[config.mk]
export PLATFORM = sky130hd
export DESIGN_NAME = msi_line_ctrl
export DESIGN_NICKNAME = d
export VERILOG_FILES = /design/src/rtl/msi_pkg.sv /design/src/rtl/msi_req_fifo.sv /design/src/rtl/msi_line_fsm.sv /design/src/rtl/msi_line_ctrl.sv
export SDC_FILE = /design/constraint.sdc
export NUM_CORES = 1
export LEC_CHECK = 0
export ABC_AREA = 1
export BUFFER_PORTS_ARGS = -buffer_cell sky130_fd_sc_hd__buf_2
export CORE_MARGIN = 2
export CORE_UTILIZATION = 54
export DETAILED_ROUTE_END_ITERATION = 16
export GPL_TIMING_DRIVEN = 0
export PLACE_DENSITY = 0.77
export SLEW_MARGIN = 20
export SYNTH_ARGS = -nofsm -noshare
export SYNTH_HDL_FRONTEND = slang
export SYNTH_HIERARCHICAL = 1
export SYNTH_SLANG_ARGS = --single-unit
[constraint.sdc]
create_clock -name clk -period 2.2 [get_ports clk]
set_input_delay 0.22 -clock clk [delete_from_list [all_inputs] [get_ports clk]]
set_output_delay 0.22 -clock clk [all_outputs]
set_load 0.02 [all_outputs]
[src/rtl/msi_pkg.sv]
package msi_pkg;

  typedef enum logic [3:0] {
    ST_I, ST_IS_AD, ST_IS_D, ST_IM_AD, ST_IM_D,
    ST_S, ST_SM_AD, ST_SM_D, ST_M, ST_MI_A, ST_II_A
  } line_st_e;

  typedef enum logic [1:0] {
    OP_LOAD = 2'd0, OP_STORE = 2'd1, OP_EVICT = 2'd2, OP_NONE = 2'd3
  } core_op_e;

  typedef enum logic [1:0] {
    RQ_GETS = 2'd0, RQ_GETM = 2'd1, RQ_PUTM = 2'd2, RQ_RSVD = 2'd3
  } req_kind_e;

  typedef struct packed {
    logic      stall;
    logic      issue;
    req_kind_e kind;
    logic      hit;
    line_st_e  nxt;
  } core_act_t;

  typedef struct packed {
    line_st_e nxt;
    logic     to_req;
    logic     to_mem;
    logic     nodata;
  } snoop_act_t;

  // Reaction of a line to a core request.
  function automatic core_act_t core_step(line_st_e st, core_op_e op);
    core_act_t a;
    a.stall = 1'b0;
    a.issue = 1'b0;
    a.kind  = RQ_GETS;
    a.hit   = 1'b0;
    a.nxt   = st;
    if (op != OP_NONE) begin
      case (st)
        ST_I: begin
          if (op == OP_LOAD) begin
            a.issue = 1'b1; a.kind = RQ_GETS; a.nxt = ST_IS_AD;
          end else if (op == OP_STORE) begin
            a.issue = 1'b1; a.kind = RQ_GETM; a.nxt = ST_IM_AD;
          end
        end
        ST_S: begin
          if (op == OP_LOAD) a.hit = 1'b1;
          else if (op == OP_STORE) begin
            a.issue = 1'b1; a.kind = RQ_GETM; a.nxt = ST_SM_AD;
          end else a.nxt = ST_I;
        end
        ST_SM_AD, ST_SM_D: begin
          if (op == OP_LOAD) a.hit = 1'b1;
          else a.stall = 1'b1;
        end
        ST_M: begin
          if (op == OP_EVICT) begin
            a.issue = 1'b1; a.kind = RQ_PUTM; a.nxt = ST_MI_A;
          end else a.hit = 1'b1;
        end
        ST_MI_A: begin
          if (op == OP_EVICT) a.stall = 1'b1;
          else a.hit = 1'b1;
        end
        default: a.stall = 1'b1;
      endcase
    end
    return a;
  endfunction

  // Reaction of a line to an ordered bus event.
  function automatic snoop_act_t bus_step(line_st_e st, logic own, req_kind_e kind);
    snoop_act_t s;
    s.nxt    = st;
    s.to_req = 1'b0;
    s.to_mem = 1'b0;
    s.nodata = 1'b0;
    if (own) begin
      case (st)
        ST_IS_AD: if (kind == RQ_GETS) s.nxt = ST_IS_D;
        ST_IM_AD: if (kind == RQ_GETM) s.nxt = ST_IM_D;
        ST_SM_AD: if (kind == RQ_GETM) s.nxt = ST_SM_D;
        ST_MI_A: if (kind == RQ_PUTM) begin
          s.to_mem = 1'b1; s.nxt = ST_I;
        end
        ST_II_A: if (kind == RQ_PUTM) begin
          s.to_mem = 1'b1; s.nodata = 1'b1; s.nxt = ST_I;
        end
        default: ;
      endcase
    end else begin
      case (st)
        ST_S:     if (kind == RQ_GETM) s.nxt = ST_I;
        ST_SM_AD: if (kind == RQ_GETM) s.nxt = ST_IM_AD;
        ST_M, ST_MI_A: begin
          if (kind == RQ_GETS) begin
            s.to_req = 1'b1; s.to_mem = 1'b1;
            s.nxt = (st == ST_M) ? ST_S : ST_II_A;
          end else if (kind == RQ_GETM) begin
            s.to_req = 1'b1;
            s.nxt = (st == ST_M) ? ST_I : ST_II_A;
          end
        end
        default: ;
      endcase
    end
    return s;
  endfunction

  function automatic logic is_fill(line_st_e st);
    return (st == ST_IS_D) || (st == ST_IM_D) || (st == ST_SM_D);
  endfunction

  function automatic line_st_e fill_step(line_st_e st);
    case (st)
      ST_IS_D:          return ST_S;
      ST_IM_D, ST_SM_D: return ST_M;
      default:          return st;
    endcase
  endfunction

endpackage

[src/rtl/msi_req_fifo.sv]
module msi_req_fifo #(
  parameter int DEPTH = 2,
  parameter int W     = 4
) (
  input  logic         clk,
  input  logic         rst_n,
  input  logic         push,
  input  logic [W-1:0] din,
  input  logic         pop,
  output logic [W-1:0] dout,
  output logic         empty,
  output logic         full
);
  localparam int PW = (DEPTH > 1) ? $clog2(DEPTH) : 1;
  localparam int CW = $clog2(DEPTH + 1);

  logic [W-1:0]  mem [DEPTH];
  logic [PW-1:0] wr_ptr, rd_ptr;
  logic [CW-1:0] count;

  function automatic logic [PW-1:0] bump(logic [PW-1:0] p);
    return (p == PW'(DEPTH - 1)) ? '0 : p + 1'b1;
  endfunction

  assign empty = (count == '0);
  assign full  = (count == CW'(DEPTH));
  assign dout  = mem[rd_ptr];

  always_ff @(posedge clk or negedge rst_n) begin
    if (!rst_n) begin
      wr_ptr <= '0;
      rd_ptr <= '0;
      count  <= '0;
    end else begin
      if (push && !full) wr_ptr <= bump(wr_ptr);
      if (pop && !empty) rd_ptr <= bump(rd_ptr);
      case ({push && !full, pop && !empty})
        2'b10:   count <= count + 1'b1;
        2'b01:   count <= count - 1'b1;
        default: count <= count;
      endcase
    end
  end

  always_ff @(posedge clk) begin
    if (push && !full) mem[wr_ptr] <= din;
  end
endmodule

[src/rtl/msi_line_fsm.sv]
module msi_line_fsm
  import msi_pkg::*;
(
  input  logic     clk,
  input  logic     rst_n,
  input  logic     core_fire,
  input  line_st_e core_nxt,
  input  logic     bus_fire,
  input  line_st_e bus_nxt,
  input  logic     rsp_fire,
  input  line_st_e rsp_nxt,
  output line_st_e st
);
  always_ff @(posedge clk or negedge rst_n) begin
    if (!rst_n)         st <= ST_I;
    else if (rsp_fire)  st <= rsp_nxt;
    else if (bus_fire)  st <= bus_nxt;
    else if (core_fire) st <= core_nxt;
  end
endmodule

[src/rtl/msi_line_ctrl.sv]
module msi_line_ctrl
  import msi_pkg::*;
#(
  parameter int          NUM_LINES  = 4,
  parameter int          FIFO_DEPTH = 2,
  parameter int          ID_W       = 3,
  parameter int unsigned MY_ID      = 1
) (
  input  logic                         clk,
  input  logic                         rst_n,
  input  logic                         core_valid,
  output logic                         core_ready,
  input  logic [1:0]                   core_op,
  input  logic [$clog2(NUM_LINES)-1:0] core_line,
  output logic                         core_hit,
  output logic                         fill_done,
  output logic [$clog2(NUM_LINES)-1:0] fill_line,
  output logic                         req_valid,
  input  logic                         req_ready,
  output logic [1:0]                   req_kind,
  output logic [$clog2(NUM_LINES)-1:0] req_line,
  input  logic                         bus_valid,
  input  logic [1:0]                   bus_kind,
  input  logic [ID_W-1:0]              bus_src,
  input  logic [$clog2(NUM_LINES)-1:0] bus_line,
  input  logic                         rsp_valid,
  input  logic [$clog2(NUM_LINES)-1:0] rsp_line,
  output logic                         snd_valid,
  output logic                         snd_to_req,
  output logic                         snd_to_mem,
  output logic                         snd_nodata,
  output logic [ID_W-1:0]              snd_dest,
  output logic [$clog2(NUM_LINES)-1:0] snd_line
);
  localparam int LW = $clog2(NUM_LINES);
  localparam int QW = 2 + LW;

  line_st_e   line_st [NUM_LINES];
  line_st_e   sel_st, bus_st, rsp_st;
  core_act_t  cact;
  snoop_act_t sact;
  logic       bus_own, core_fire, fifo_push, fifo_pop, fifo_full, fifo_empty;
  logic       bus_same, rsp_same;
  logic [QW-1:0] fifo_dout;
  logic [4*NUM_LINES-1:0] st_flat;

  always_comb begin
    sel_st   = line_st[core_line];
    bus_st   = line_st[bus_line];
    rsp_st   = line_st[rsp_line];
    bus_own  = (bus_src == ID_W'(MY_ID));
    cact     = core_step(sel_st, core_op_e'(core_op));
    sact     = bus_step(bus_st, bus_own, req_kind_e'(bus_kind));
    bus_same = bus_valid && (bus_line == core_line);
    rsp_same = rsp_valid && (rsp_line == core_line);
    core_ready = !cact.stall && !(cact.issue && fifo_full) && !bus_same && !rsp_same;
    core_fire  = core_valid && core_ready;
    fifo_push  = core_fire && cact.issue;
    for (int i = 0; i < NUM_LINES; i++) st_flat[i*4 +: 4] = line_st[i];
  end

  for (genvar g = 0; g < NUM_LINES; g++) begin : g_line
    msi_line_fsm u_line (
      .clk       (clk),
      .rst_n     (rst_n),
      .core_fire (core_fire && (core_line == LW'(g))),
      .core_nxt  (cact.nxt),
      .bus_fire  (bus_valid && (bus_line == LW'(g))),
      .bus_nxt   (sact.nxt),
      .rsp_fire  (rsp_valid && (rsp_line == LW'(g))),
      .rsp_nxt   (fill_step(rsp_st)),
      .st        (line_st[g])
    );
  end

  assign fifo_pop = req_valid && req_ready;

  msi_req_fifo #(.DEPTH(FIFO_DEPTH), .W(QW)) u_fifo (
    .clk   (clk),
    .rst_n (rst_n),
    .push  (fifo_push),
    .din   ({cact.kind, core_line}),
    .pop   (fifo_pop),
    .dout  (fifo_dout),
    .empty (fifo_empty),
    .full  (fifo_full)
  );

  assign req_valid = !fifo_empty;
  assign req_kind  = fifo_dout[QW-1 -: 2];
  assign req_line  = fifo_dout[LW-1:0];

  always_ff @(posedge clk or negedge rst_n) begin
    if (!rst_n) begin
      core_hit   <= 1'b0;
      fill_done  <= 1'b0;
      fill_line  <= '0;
      snd_valid  <= 1'b0;
      snd_to_req <= 1'b0;
      snd_to_mem <= 1'b0;
      snd_nodata <= 1'b0;
      snd_dest   <= '0;
      snd_line   <= '0;
    end else begin
      core_hit   <= core_fire && cact.hit;
      fill_done  <= rsp_valid && is_fill(rsp_st);
      fill_line  <= rsp_line;
      snd_valid  <= bus_valid && (sact.to_req || sact.to_mem);
      snd_to_req <= bus_valid && sact.to_req;
      snd_to_mem <= bus_valid && sact.to_mem;
      snd_nodata <= bus_valid && sact.nodata;
      snd_dest   <= bus_src;
      snd_line   <= bus_line;
    end
  end
endmodule

# After elaboration in Yosys (flattened, before gate mapping)
# Memory sizes are Yosys's and may differ from the RTL's.
# Index checks and enable logic that the tools add are counted.
[word_totals] regBits=33 ramBits=8 in_bits=19 output_inout_bits=19 memories=1
[memory_table] memory="u_fifo.mem" words=2 width=4 rd=1 rd_ports_with_merged_regs=0 wr=1 line="msi_req_fifo.sv:17" text="logic [W-1:0] mem [DEPTH];"
[op_classes] addsub=4 n_lt_le_gt_ge=3 n_eq_ne=35 mux=67 n_bitwise=3 reduce_logical=57
[op_table] cell="$mux W4" n=31
[op_table] cell="$logic_and A1 B1 Y1" n=29
[op_table] cell="$eq A4 B3 Y1 const B" n=7
[op_table] cell="$bmux W4 S2" n=3
[op_table] cell="$pmux W4 S3" n=2
[op_table] cell="$eq A2 B2 Y1 const B" n=10
[op_table] cell="$eq A4 B4 Y1 const B" n=5
[op_table] cell="$pmux W4 S4" n=1
[op_table] cell="$mux W3" n=5
[op_table] cell="$mux W1" n=14
[op_table] cell="$eq A2 B1 Y1 const B" n=6
[op_table] cell="$logic_not A2 Y1" n=6
[op_table] cell="$reduce_bool A3 Y1" n=4
[op_table] cell="$mux W5" n=2
[op_table] cell="$reduce_or A2 Y1" n=5
[op_table] cell="$ge A3 B3 Y1 const B" n=3
[op_table] cell="$mux W9" n=1
[op_table] cell="$not A2 Y3" n=3
[op_table] cell="$pmux W3 S3" n=1
[op_table] cell="$eq A4 B2 Y1 const B" n=2
[op_table] cell="$pmux W4 S2" n=1
[op_table] cell="$logic_not A1 Y1" n=6
[op_table] cell="$reduce_or A3 Y1" n=2
[op_table] cell="$eq A2 B2 Y1" n=2
[op_table] cell="other kinds (13)" n=18

# Depth between registers and ports, before layout
[logic_depth] ltp_word=18 ltp_mapped=21 mapped_depth_nobuf=19

# Hierarchy
# Netlist, hierarchy kept.
[modules_own_cells] mod="msi_line_ctrl" n_inst=1 cells_per_inst=322 area_each_um2=1816.7
[modules_own_cells] mod="msi_line_fsm" n_inst=4 cells_per_inst=37 area_each_um2=249.0
[modules_own_cells] mod="msi_req_fifo" n_inst=1 cells_per_inst=53 area_each_um2=524.3

# Least setup slack after synthesis
# No wires, ideal clock.
[synth_timing] path_kind="input to register" start="input port core_line[0]" end="register u_fifo.count[1]" arrival_time_ns=2.090 required_ns=2.083 path_slack_ns=-0.007 stages=19 path_cell_list="buf_4 > inv_2 > buf_6 > nand2_1 > nand2_1 > nand2_1 > nand2_1 > nor2_1 > o21ai_1 > nand2_1 > nand2_1 > nand4_4 > nor2_1 > o21ai_2 > ha_1 > inv_1 > nand3_1 > nand2_1 > nand2_1"
[synth_between] elab_chain_len=17 word_cells_on_any_way=34 classes_between="eq/ne (9); mux (7); bitwise (1); reduce/logical (17)"
[synth_rtl] element="start: declaration" line="msi_line_ctrl.sv:14" text="input logic [$clog2(NUM_LINES)-1:0] core_line,"
[synth_rtl] element="$not A2 Y3 (not written as such)" line="msi_line_ctrl.sv:48" text="sel_st = line_st[core_line];"
[synth_rtl] element="$bmux W4 S2" line="msi_line_ctrl.sv:48"
[synth_rtl] element="$mux W4 (not written as such) (2 in series)" line="msi_line_ctrl.sv:48"
[synth_rtl] element="$eq A4 B4 Y1 (tied with other cells)" line="msi_pkg.sv:40" text="case (st)"
[synth_rtl] element="$reduce_or A3 Y1 (no line) (tied with other cells)"
[synth_rtl] element="$pmux W1 S3 / $mux W9 (equally long branches)" line="msi_pkg.sv:40, msi_pkg.sv:39"
[synth_rtl] element="$mux W9 / $logic_and A1 B1 Y1 (equally long branches)" line="msi_pkg.sv:39, msi_line_ctrl.sv:56"
[synth_rtl] element="$logic_not A1 Y1" line="msi_line_ctrl.sv:56" text="core_ready = !cact.stall && !(cact.issue && fifo_full) && !bus_same && !rsp_same;"
[synth_rtl] element="$logic_and A1 B1 Y1 (3 in series)" line="msi_line_ctrl.sv:56"
[synth_rtl] element="$logic_and A1 B1 Y1" line="msi_line_ctrl.sv:57" text="core_fire = core_valid && core_ready;"
[synth_rtl] element="$logic_and A1 B1 Y1 *" line="msi_line_ctrl.sv:58" text="fifo_push = core_fire && cact.issue;"
[synth_rtl] element="via fifo_push" line="msi_line_ctrl.sv:42" text="logic bus_own, core_fire, fifo_push, fifo_pop, fifo_full, fifo_empty;"
[synth_rtl] element="$logic_and A1 B1 Y1 *" line="msi_req_fifo.sv:37" text="case ({push && !full, pop && !empty})"
[synth_rtl] element="$eq A2 B1 Y1 / $eq A2 B2 Y1 (equally long branches)" line="msi_req_fifo.sv:37"
[synth_rtl] element="$pmux W2 S2 / $reduce_bool A2 Y1 (equally long branches)"
[synth_rtl] element="end signal: assignment" line="msi_req_fifo.sv:38" text="2'b10: count <= count + 1'b1;"
[synth_rtl] element="end signal: assignment" line="msi_req_fifo.sv:39" text="2'b01: count <= count - 1'b1;"
[synth_rtl] element="end signal: assignment" line="msi_req_fifo.sv:40" text="default: count <= count;"
[synth_rtl] element="end: declaration" line="msi_req_fifo.sv:19" text="logic [CW-1:0] count;"
# The timed path passes the listed nets; every way through them passes the cells marked *. The select of a mux whose other input is x is not followed.
# A chain may end at the register's enable or synchronous reset.

# Worst setup path after layout
[layout_timing] start="register g_line[1].u_line.st[2]" end="register u_fifo.count[1]"
[layout_between] elab_chain_len=16 word_cells_on_any_way=27 classes_between="eq/ne (7); mux (7); reduce/logical (13)"
[layout_rtl] element="start: declaration" line="msi_line_fsm.sv:12" text="output line_st_e st"
[layout_rtl] element="start signal: assignment" line="msi_line_fsm.sv:16" text="else if (rsp_fire) st <= rsp_nxt;"
[layout_rtl] element="start signal: assignment" line="msi_line_fsm.sv:17" text="else if (bus_fire) st <= bus_nxt;"
[layout_rtl] element="start signal: assignment" line="msi_line_fsm.sv:18" text="else if (core_fire) st <= core_nxt;"
[layout_rtl] element="$bmux W4 S2 *" line="msi_line_ctrl.sv:48"
[layout_rtl] element="$mux W4 (not written as such) * (2 in series)" line="msi_line_ctrl.sv:48"
[layout_rtl] element="$eq A4 B4 Y1 (tied with other cells)" line="msi_pkg.sv:40"
[layout_rtl] element="$reduce_or A3 Y1 (no line) (tied with other cells)"
[layout_rtl] element="$pmux W1 S3 / $mux W9 (equally long branches)" line="msi_pkg.sv:40, msi_pkg.sv:39"
[layout_rtl] element="$mux W9 *" line="msi_pkg.sv:39" text="if (op != OP_NONE) begin"
[layout_rtl] element="$logic_not A1 Y1" line="msi_line_ctrl.sv:56"
[layout_rtl] element="$logic_and A1 B1 Y1 (3 in series)" line="msi_line_ctrl.sv:56"
[layout_rtl] element="$logic_and A1 B1 Y1" line="msi_line_ctrl.sv:57"
[layout_rtl] element="$logic_and A1 B1 Y1 *" line="msi_line_ctrl.sv:58"
[layout_rtl] element="via fifo_push" line="msi_line_ctrl.sv:42"
[layout_rtl] element="$logic_and A1 B1 Y1 *" line="msi_req_fifo.sv:37"
[layout_rtl] element="$eq A2 B1 Y1 / $eq A2 B2 Y1 (equally long branches)" line="msi_req_fifo.sv:37"
[layout_rtl] element="$pmux W2 S2 / $reduce_bool A2 Y1 (equally long branches)"
# Marks and branches as above.

==> metrics.txt <==
Die Y 82.6 µm; metal2 WL 4670 µm; clk root buf clkbuf_8; antenna violations before repair 0; WP data arrival 2.39 ns; DRC errors left 0; Worst-Skew Late Latency 0.30 ns; GRT overflow 0; die area 0.00682 mm²; CP max stage cell dfrtp_2; Clock Skew 0.00478 ns; register area share after synthesis 31.9%; Total GRT Usage 28.9%; maximum capacitance violations 0; Synth Register Bits 41; Crit Path Max Fanout 5; drt pass-1 iters 6; top-area cell type share of the netlist area 24.7%; Tmin final 2.20 ns; Synth Area in Simple Gates 52.0%; Buf/Inv on CP 1; Final Net Count 617; wirelength, routed 9770 µm; CP required 2.39 ns; period utilization 100%; Sw Ratio 48.7%; critical setup path kind flip-flop to flip-flop; Max VDD drop 0.000587 V; internal power 2.42 mW; commonest non-fill, non-tap cell in the layout nand2_1; share of cells above drive strength 1 33.6%; Worst Setup Start Kind flip-flop; TritonCTS clock tree built; cell mode on critical path nand2_1; Worst Setup SP g_line[1].u_line/st[2]$_DFFE_PN0P_; Synth Area in XOR/XNOR 0.262%; wire length on met1 4000 µm; Placed Area 0.00362 mm²; RSZ-0062 raised after global routing yes; worst hold path type input pin to asynchronous set/reset pin; CP endpoint kind flip-flop; Cells after Synth 523; placed cell count 635; top routing layer in use met4; CP Cell Sequence nand2_1 > nand2_1 > nand2_2 > nand2_4 > nor2_4 > nand2_1 > nand2_1 > nand3_1 > nand2_2 > nand4_4 > nor2_4 > o21ai_4 > ha_4 > inv_2 > nand3_1 > nand2_1 > nand2_1; pre-CTS setup slack -0.555 ns; core area 0.00596 mm²; Post-synth ARST share 80.5%; Sw Pwr 2.30 mW; adder-cell share of the synthesized area 0.375%; gpl congestion 0.963; I/O pin total 38; Leak 2.21 nW; Final Instance Count excl. Fillers 673; n_diodes 0; Slew HR 45.6%; post-route setup slack -0.00459 ns; Detail Placement HPWL 6730 µm; maximum clock rate 454 MHz; final hold violation count 26; top post-synthesis cells by area dfrtp_1 (25%), nand2_1 (22%), nand3_1 (9.1%), edfxtp_1 (7.2%), inv_1 (5.5%); commonest cells after routing, fill and taps aside nand2_1 (175), nand3_1 (56), inv_1 (46), buf_2 (40), nor2_1 (33); met3 routed WL 818 µm; Vias/cell 5.53; failing checks hold timing, setup timing; area grow syn2layout 25.7%; PortBufs 37; area leader, netlist dfrtp_1; Slew @ Worst Pin 0.810 ns; Detailed Route Iter0 Violations 258; power share of the combinational group 61.2%; Post-Syn Area 0.00334 mm²; Reg power frac 26.2%; Synth cell types 39; count of final setup violators 1; Post-synth EDFFs 8; CTS Hold Buffers Added 0; synth warn 6; largest family of logic cells by synthesized area simple AND/OR/NAND/NOR gates; pin count of the biggest net entering global routing 34; Fin Hold WS -0.0178 ns; ys flop type dfrtp_1; vias in the first global route 3241; syn nets 543; Reg clk slew, reported paths 0.08 ns; Starting Density 56.0%; total CTS buffers 5; CP delay by family, top simple AND/OR/NAND/NOR gates; Routed wire per std cell 14.5 µm; Synth Area in Compound Gates 5.96%; RR Startpoint g_line[1].u_line/st[2]$_DFFE_PN0P_; Max Transition Viols Final 0; power per cell area 1130 mW/mm²; Die X-Extent 82.6 µm; Syn Area/Cell 6.38 µm²; Clock Path Buffers 2; Row Count 28; slowest stage delay, CP 0.46 ns; Antenna Violating Nets Remaining 0; global-route wire length before repair 15000 µm; TritonCTS Sinks 41; mux contribution to synthesized area 0%; design area 0.00419 mm²; power share of the clock group 12.6%; H-tree Lvls 2; vias post-DR 3719; # fillers 479; status complete, but fails checks
## kinds of logic after synthesis
kind of cell | count (synthesis)
adder cells (fa/ha/maj) | 1
XOR/XNOR | 1
AND/OR/NAND/NOR | 369
AO/OA/AOI/OAI | 33
flip-flops | 41
buffers and inverters | 78
## final timing paths
| check | to | slack (ns) | cells past startpoint |
|---|---|---|---|
| worst max-delay path | u_fifo/count[1]$_DFFE_PN0P_ | -0.005 | 17 |
| worst min-delay path | snd_valid$_DFF_PN0_ | -0.02 | 1 |
| worst max register to register | u_fifo/count[1]$_DFFE_PN0P_ | -0.005 | 17 |
| worst min register to register | u_fifo/wr_ptr$_DFFE_PN0P_ | 0.48 | 2 |
| max in group asynchronous | g_line[3].u_line/st[3]$_DFFE_PN0P_ | 1.68 | 1 |
| min in group clk | snd_dest[1]$_DFF_PN0_ | 0.04 | 1 |
## synthesized netlist by cell type, types with 4 or more instances
master	n
a21oi_1	5
dfrtp_1	33
edfxtp_1	8
inv_1	49
inv_2	21
nand2_1	194
nand2_2	15
nand3_1	61
nor2_1	45
nor2_2	10
nor2_4	5
nor3_1	7
o211ai_1	4
o21ai_0	11
o21ai_1	4
or2_1	16
## layer usage
metal,vias to the layer above,GRT usage [%]
li1,1788,-
met1,1720,37.8
met2,187,48.3
met3,24,2.93
met4,0,12.6
met5,-,0
## state kept, by name, indices dropped and copies added, names as in the netlist, 2 cells and up
name,count
g_line.u_line/st,16
u_fifo/mem,8
snd_dest,3
fill_line,2
snd_line,2
u_fifo/count,2
## cell type report
type	instances	area, µm²	area share [%]
Buffer	6	41.3	0.984
Clock buffer	6	72.6	1.73
Clock inverter	2	35.0	0.835
Inverter	72	273	6.50
Multi-Input combinational cell	404	2190	52.2
Sequential cell	41	1080	25.7
Tap cell	75	93.8	2.24
Timing Repair Buffer	67	410	9.79
## per-stage QoR
stage	TNS [ns]	total power, mW	util, %	hold WS, ns
2_1_floorplan	0	2.77	-	-0.0756
3_3_place_gp	-7.12	3.32	60.8	0.327
3_5_place_dp	-7.71	3.37	60.8	0.340
4_1_cts	-0.0865	4.22	65.1	0.0233
5_1_grt	-0.718	5.03	70.4	0.0342
6_report	-0.00459	4.72	70.4	-0.0178
## timing repair
| action | in CTS | in global routing |
|---|---|---|
| endpoints found under the setup margin | 24 | 27 |
| buffers inserted | 16 | 15 |
| resized for setup | 14 | 61 |
| pin swaps | 2 | 26 |
## worst reg2reg max path, stage by stage (launching register included)
cell     delay (ns)
dfrtp_2        0.46
nand2_1        0.10
nand2_1        0.07
nand2_2        0.12
nand2_4        0.10
nor2_4         0.12
nand2_1        0.06
nand2_1        0.06
nand3_1        0.07
nand2_2        0.09
nand4_4        0.10
nor2_4         0.16
o21ai_4        0.09
ha_4           0.23
inv_2          0.06
nand3_1        0.06
nand2_1        0.09
nand2_1        0.06
## power groups by stage
| stage | registers [mW] | clock network (mW) | logic, mW |
|---|---|---|---|
| 6_report | 1.24 | 0.597 | 2.89 |
| 3_5_place_dp | 1.27 | 0 | 2.10 |
| 2_1_floorplan | 1.17 | 0 | 1.60 |
| 5_1_grt | 1.25 | 0.634 | 3.14 |
| 4_1_cts | 1.21 | 0.604 | 2.41 |
| 3_3_place_gp | 1.27 | 0 | 2.06 |
Note: power is estimated with default switching activity, not from simulation.
